<file path="config.mk">
export PLATFORM = sky130hd
export DESIGN_NAME = fwin_guard
export DESIGN_NICKNAME = d
export VERILOG_FILES = /design/src/rtl/fwin_pkg.sv /design/src/rtl/fwin_regs.sv /design/src/rtl/fwin_match.sv /design/src/rtl/fwin_viol.sv /design/src/rtl/fwin_guard.sv
export SDC_FILE = /design/constraint.sdc
export NUM_CORES = 2
export LEC_CHECK = 0
export BUFFER_PORTS_ARGS = -buffer_cell sky130_fd_sc_hd__buf_2
export CAP_MARGIN = 20
export CELL_PAD_IN_SITES_DETAIL_PLACEMENT = 1
export CELL_PAD_IN_SITES_GLOBAL_PLACEMENT = 1
export CORE_ASPECT_RATIO = 0.5
export CORE_UTILIZATION = 52
export DETAILED_ROUTE_END_ITERATION = 10
export PLACE_DENSITY = 0.88
export SYNTH_ARGS = -nofsm -noshare
export SYNTH_HDL_FRONTEND = slang
export SYNTH_SLANG_ARGS = --single-unit
</file>
<file path="constraint.sdc">
create_clock -name clk -period 9.27 [get_ports clk]
set_input_delay 0.927 -clock clk [delete_from_list [all_inputs] [get_ports clk]]
set_output_delay 0.927 -clock clk [all_outputs]
set_load 0.02 [all_outputs]
</file>
<file path="src/rtl/fwin_pkg.sv">
package fwin_pkg;
  // Permission bits of one window, bit 0 = enable, bit 1 = read, bit 2 = write
  typedef struct packed {
    logic wr;
    logic rd;
    logic en;
  } win_perm_t;

  localparam int CFG_AW      = 8;
  localparam int PAIR_STRIDE = 8;
  localparam int SPAN_OFS    = 4;
  localparam int PERM_REGION = 'h40;
  localparam int PERM_STRIDE = 4;
endpackage

</file>
<file path="src/rtl/fwin_regs.sv">
module fwin_regs
  import fwin_pkg::*;
#(
  parameter int NWIN = 8,
  parameter int AW   = 32
) (
  input  logic                         clk,
  input  logic                         rst_n,
  input  logic                         cfg_we,
  input  logic [CFG_AW-1:0]            cfg_addr,
  input  logic [AW-1:0]                cfg_wdata,
  output logic [NWIN-1:0][AW-1:0]      win_start,
  output logic [NWIN-1:0][AW-1:0]      win_span,
  output win_perm_t [NWIN-1:0]         win_perm
);
  for (genvar i = 0; i < NWIN; i++) begin : g_win
    localparam logic [CFG_AW-1:0] START_A = CFG_AW'(PAIR_STRIDE * i);
    localparam logic [CFG_AW-1:0] SPAN_A  = CFG_AW'(PAIR_STRIDE * i + SPAN_OFS);
    localparam logic [CFG_AW-1:0] PERM_A  = CFG_AW'(PERM_REGION + PERM_STRIDE * i);

    always_ff @(posedge clk) begin
      if (!rst_n) begin
        win_start[i] <= '0;
        win_span[i]  <= '0;
        win_perm[i]  <= '0;
      end else if (cfg_we) begin
        if (cfg_addr == START_A) win_start[i] <= cfg_wdata;
        if (cfg_addr == SPAN_A)  win_span[i]  <= cfg_wdata;
        if (cfg_addr == PERM_A)  win_perm[i]  <= win_perm_t'(cfg_wdata[2:0]);
      end
    end
  end

  // a write to the first permission register lands there
  p_perm0_write_r2: assert property (@(posedge clk) disable iff (!rst_n)
    cfg_we && cfg_addr == CFG_AW'(PERM_REGION) |=> win_perm[0] == win_perm_t'($past(cfg_wdata[2:0])));
  // the bank leaves reset closed
  p_reset_closed_r1: assert property (@(posedge clk)
    !rst_n |=> win_perm == '0);
endmodule

</file>
<file path="src/rtl/fwin_match.sv">
module fwin_match
  import fwin_pkg::*;
#(
  parameter int NWIN = 8,
  parameter int AW   = 32
) (
  input  logic                         clk,
  input  logic                         rst_n,
  input  logic [AW-1:0]                acc_addr,
  input  logic                         acc_write,
  input  logic [NWIN-1:0][AW-1:0]      win_start,
  input  logic [NWIN-1:0][AW-1:0]      win_span,
  input  win_perm_t [NWIN-1:0]         win_perm,
  output logic                         grant
);
  logic [NWIN-1:0] allow;
  logic [NWIN-1:0] en_vec;

  for (genvar i = 0; i < NWIN; i++) begin : g_cmp
    logic [AW:0] last_addr;
    logic        covered;
    logic        kind_ok;
    // one extra bit keeps the end from wrapping past the top of the space
    assign last_addr = {1'b0, win_start[i]} + {1'b0, win_span[i]};
    assign covered   = (acc_addr >= win_start[i]) && ({1'b0, acc_addr} <= last_addr);
    assign kind_ok   = acc_write ? win_perm[i].wr : win_perm[i].rd;
    assign allow[i]  = win_perm[i].en && covered && kind_ok;
    assign en_vec[i] = win_perm[i].en;
  end

  assign grant = |allow;

  // nothing is granted while every window is disabled
  p_grant_needs_en_r5: assert property (@(posedge clk) disable iff (!rst_n)
    en_vec == '0 |-> !grant);
endmodule

</file>
<file path="src/rtl/fwin_viol.sv">
module fwin_viol #(
  parameter int AW = 32
) (
  input  logic          clk,
  input  logic          rst_n,
  input  logic          deny_evt,
  input  logic [AW-1:0] evt_addr,
  input  logic          clr,
  output logic          viol,
  output logic [AW-1:0] viol_addr
);
  always_ff @(posedge clk) begin
    if (!rst_n) begin
      viol      <= 1'b0;
      viol_addr <= '0;
    end else if (deny_evt && (!viol || clr)) begin
      viol      <= 1'b1;
      viol_addr <= evt_addr;
    end else if (clr) begin
      viol <= 1'b0;
    end
  end

  p_set_r9: assert property (@(posedge clk) disable iff (!rst_n)
    deny_evt |=> viol);
  p_sticky_r9: assert property (@(posedge clk) disable iff (!rst_n)
    viol && !clr |=> viol && $stable(viol_addr));
  p_clear_r10: assert property (@(posedge clk) disable iff (!rst_n)
    clr && !deny_evt |=> !viol);
endmodule

</file>
<file path="src/rtl/fwin_guard.sv">
module fwin_guard
  import fwin_pkg::*;
#(
  parameter int NWIN = 8,
  parameter int AW   = 32
) (
  input  logic              clk,
  input  logic              rst_n,
  input  logic              cfg_we,
  input  logic [CFG_AW-1:0] cfg_addr,
  input  logic [AW-1:0]     cfg_wdata,
  input  logic              acc_valid,
  output logic              acc_ready,
  input  logic [AW-1:0]     acc_addr,
  input  logic              acc_write,
  output logic              fwd_valid,
  input  logic              fwd_ready,
  output logic [AW-1:0]     fwd_addr,
  output logic              fwd_write,
  output logic              acc_deny,
  output logic              viol_flag,
  output logic [AW-1:0]     viol_addr,
  input  logic              viol_clr
);
  logic [NWIN-1:0][AW-1:0] win_start;
  logic [NWIN-1:0][AW-1:0] win_span;
  win_perm_t [NWIN-1:0]    win_perm;
  logic                    grant;

  fwin_regs #(.NWIN(NWIN), .AW(AW)) u_regs (
    .clk(clk), .rst_n(rst_n), .cfg_we(cfg_we), .cfg_addr(cfg_addr),
    .cfg_wdata(cfg_wdata), .win_start(win_start), .win_span(win_span),
    .win_perm(win_perm)
  );

  fwin_match #(.NWIN(NWIN), .AW(AW)) u_match (
    .clk(clk), .rst_n(rst_n), .acc_addr(acc_addr), .acc_write(acc_write),
    .win_start(win_start), .win_span(win_span), .win_perm(win_perm),
    .grant(grant)
  );

  assign acc_deny  = acc_valid && !grant;
  assign fwd_valid = acc_valid && grant;
  assign fwd_addr  = acc_addr;
  assign fwd_write = acc_write;
  // a refused access is swallowed so it never waits on the downstream side
  assign acc_ready = grant ? fwd_ready : 1'b1;

  fwin_viol #(.AW(AW)) u_viol (
    .clk(clk), .rst_n(rst_n), .deny_evt(acc_deny), .evt_addr(acc_addr),
    .clr(viol_clr), .viol(viol_flag), .viol_addr(viol_addr)
  );

  p_deny_blocks_r8: assert property (@(posedge clk) disable iff (!rst_n)
    acc_deny |-> !fwd_valid && acc_ready);
  p_pass_through_r7: assert property (@(posedge clk) disable iff (!rst_n)
    acc_valid && !acc_deny |-> fwd_valid && (acc_ready == fwd_ready));
endmodule

</file>
==> results by group <==
STA
  • Slew margin rel.: 19.09%
  • Max-slew violations: 0
  • Hold Vio Cnt, Final: 0
  • Period utilization: 87.17%
  • Final setup margin: 1.190 ns
  • Worst-Margin Slew: 1.214 ns
  • RSZ-0062 raised after global routing: no
  • Setup-failing EPs final: 0
  • Setup TNS: 0 ns
  • Clock Skew: 0.02170 ns
  • Period minus WS final: 8.080 ns
  • Fmax: 123.8 MHz

Synthesis
  • Post-synthesis sequential area ratio: 25.69%
  • Asr flop ratio synth: 0%
  • Synthesized cell area: 44340 um2
  • FF+latch count, synth: 569
  • Ys Warns: 0
  • Primary FF master, synth: dfxtp_1
  • Number of synthesized flops with an enable pin: 0
  • Avg Inst Size Synth: 7.620 um2
  • Synth Net Count: 6674
  • Cells after Synth: 5819
  • Netlist cell types: 88

Cells and area
  • Area of the multi-input gates: 30480 um2
  • Post-layout net count: 6649
  • Number of fillers in the final layout: 10530
  • Leading cell type in the layout, fill and taps excluded: nand2_1
  • Synth-to-Final Area Change: 7.737%
  • Fraction of layout cells with a size suffix above 1: 6.043%
  • Register Area: 11390 um2
  • Commonest non-fill, non-tap cells in the layout: nand2_1, a21oi_1, ha_1, dfxtp_1, inv_1

Power
  • VDD IR max: 0.0001468 V
  • Static leakage: 0.01895 uW
  • Pwr/cell area: 119.9 nW/um2

Clock network
  • Clk sink count: 569
  • Clock Tree Root: clkbuf_16
  • Post-CTS Setup Bufs: 0
  • CTS tree: done
  • Deepest clock path buffer count: 3
  • Clk_lat worst skew: 0.67 ns
  • Htree depth: 2
  • Post_cts resized: 0
  • TritonCTS Buffers: 58
  • CTS clk-pin slew, worst paths: 0.07 ns
  • Post-CTS Hold Fix Bufs: 0

Route
  • Wirelength per Cell: 24.62 um
  • DR vias: 44330
  • First-pass iteration count of the detailed router: 5
  • DRC viols: 0
  • Total Wirelength: 171.3 mm
  • Post-route ant nets: 0
  • 1st-iter DRT viols: 3329
  • Vias per inst: 6.371

Critical path
  • Slowest-stage cell, CP: a2111oi_0
  • Critical path class: reg -> out
  • Critical Path Start Type: register
  • Critical Path End Type: output port
  • Crit path from: u_regs.win_span[0]$_SDFFE_PN0P_
  • Reg2reg start: u_regs.win_span[0]$_SDFFE_PN0P_
  • Critical path peak fanout: 4
  • Critical path's largest stage delay: 0.60 ns
  • Worst Path Required: 8.34 ns
  • CP arrival: 7.15 ns
  • Worst path most repeated cell: o211ai_1

Place
  • Post-DP HPWL: 116.9 mm
  • IO buf count: 147
  • GPL Wtd Cong: 0.9301
  • Pre-CTS setup slack: 1.952 ns

Min path
  • Worst Min Path Start: u_regs.win_perm[9]$_SDFFE_PN0P_
  • Class of the worst hold path: reg -> reg

Global routing
  • Grt ovf: 0
  • Largest net degree at the start of global routing: 227
  • GRT Util Overall: 38.43%
  • First-pass GRT wire length: 260.7 mm
  • Initial antenna violation count: 3
  • Vias in the first global route: 46030

Die
  • Die X: 415.0 um
  • Rows: 75
  • Die ar.: 86520 um2
  • Core Region: 84080 um2
  • # IOs: 148
  • Initial core utilization: 52.74%
  • Die Ht: 208.5 um

Job
  • Max Cap Viol: 0

Outcome
  • Status: completed
==> metrics by stage <==
step,power (uW),utilization (%),cells,hold slack (ns),cell area (um2)
global route,5860,56.82,6958,0.4768,47770
detailed placement,3171,54.42,6849,0.4459,45750
floorplan,2870,-,5819,0.4318,44340
CTS,5721,56.81,6956,0.4586,47770
finish,5730,56.82,6958,0.4591,47770
global placement,3133,54.42,6849,0.4389,45750
==> per-layer routing <==
metal,track usage (%),part of all wire (%),vias to the layer above
met3,7.115,7.9,516
met5,0,0.0076,-
met2,63.95,45,1533
met1,47.59,41,21950
li1,-,-,20330
met4,19.44,5.4,2
==> path summary, 6_finish.rpt <==
path	end	slack, ns	depth (start not counted)
worst min register to register	u_regs.win_perm[9]$_SDFFE_PN0P_	0.46	2
worst min-delay path	u_regs.win_perm[9]$_SDFFE_PN0P_	0.46	2
worst max-delay path	acc_deny	1.19	25
worst max register to register	u_viol.viol_addr[5]$_SDFFE_PN0P_	1.72	25
==> where the power goes <==
| part | leakage [uW] | internal, uW | switching [uW] |
|---|---|---|---|
| Sequential | 0.00459 | 2460 | 7.47 |
| Combinational | 0.0134 | 195 | 484 |
| Clock | 0.000993 | 1460 | 1130 |
| Total | 0.0189 | 4110 | 1620 |
==> cell type report <==
type / count / area share, %
multi-input combinational: 4615 / 63.80
timing repair buffer: 204 / 2.483
antenna: 1 / 0.005238
clock buffer: 83 / 3.599
sequential: 569 / 23.84
clock inverter: 24 / 0.6155
inverter: 346 / 2.734
tap: 1116 / 2.923
==> synth_stat cells, drive strengths merged, types with 87 or more instances <==
| cell | instances | area [um2] |
|---|---|---|
| xor2 | 119 | 1042 |
| xnor2 | 91 | 797.0 |
| nand3 | 94 | 470.5 |
| ha | 768 | 9609 |
| inv | 346 | 1299 |
| nand4 | 87 | 544.3 |
| clkbuf | 252 | 945.9 |
| nor2 | 150 | 563.0 |
| nand2 | 1298 | 4872 |
| a21o | 189 | 1419 |
| dfxtp | 569 | 11390 |
| a21oi | 873 | 4373 |
| o21ai | 215 | 1087 |
==> logic make-up (layout without fill, tap and decap cells) <==
kind of cell             count (synthesis)  after routing  share of synthesized area (%)
multiplexers                            41             41                         0.9368
other                                    0              1                              0
XOR/XNOR                               210            210                          4.148
AND/OR/NAND/NOR                       1943           1943                          19.13
flip-flops                             569            569                          25.69
adder cells (fa/ha/maj)                776            776                          22.03
buffers and inverters                  635            657                          5.708
AO/OA/AOI/OAI                         1645           1645                          22.36
==> flip-flops by register name, summed over array words and instances (netlist names) <==
register,cells
u_viol.viol_addr,32
u_regs.win_start,256
u_regs.win_perm,24
u_viol.viol,1
u_regs.win_span,256
==> critical path, delay by kind of cell, from the launching register on <==
kind / cells / cell delay, ns
compound gates: 13 / 3.69
simple gates: 6 / 1.39
xor+xnor: 1 / 0.09
buf+inv: 2 / 0.27
flops: 1 / 0.32
fa+ha+maj: 3 / 0.73
Note: power is estimated with default switching activity, not from simulation.
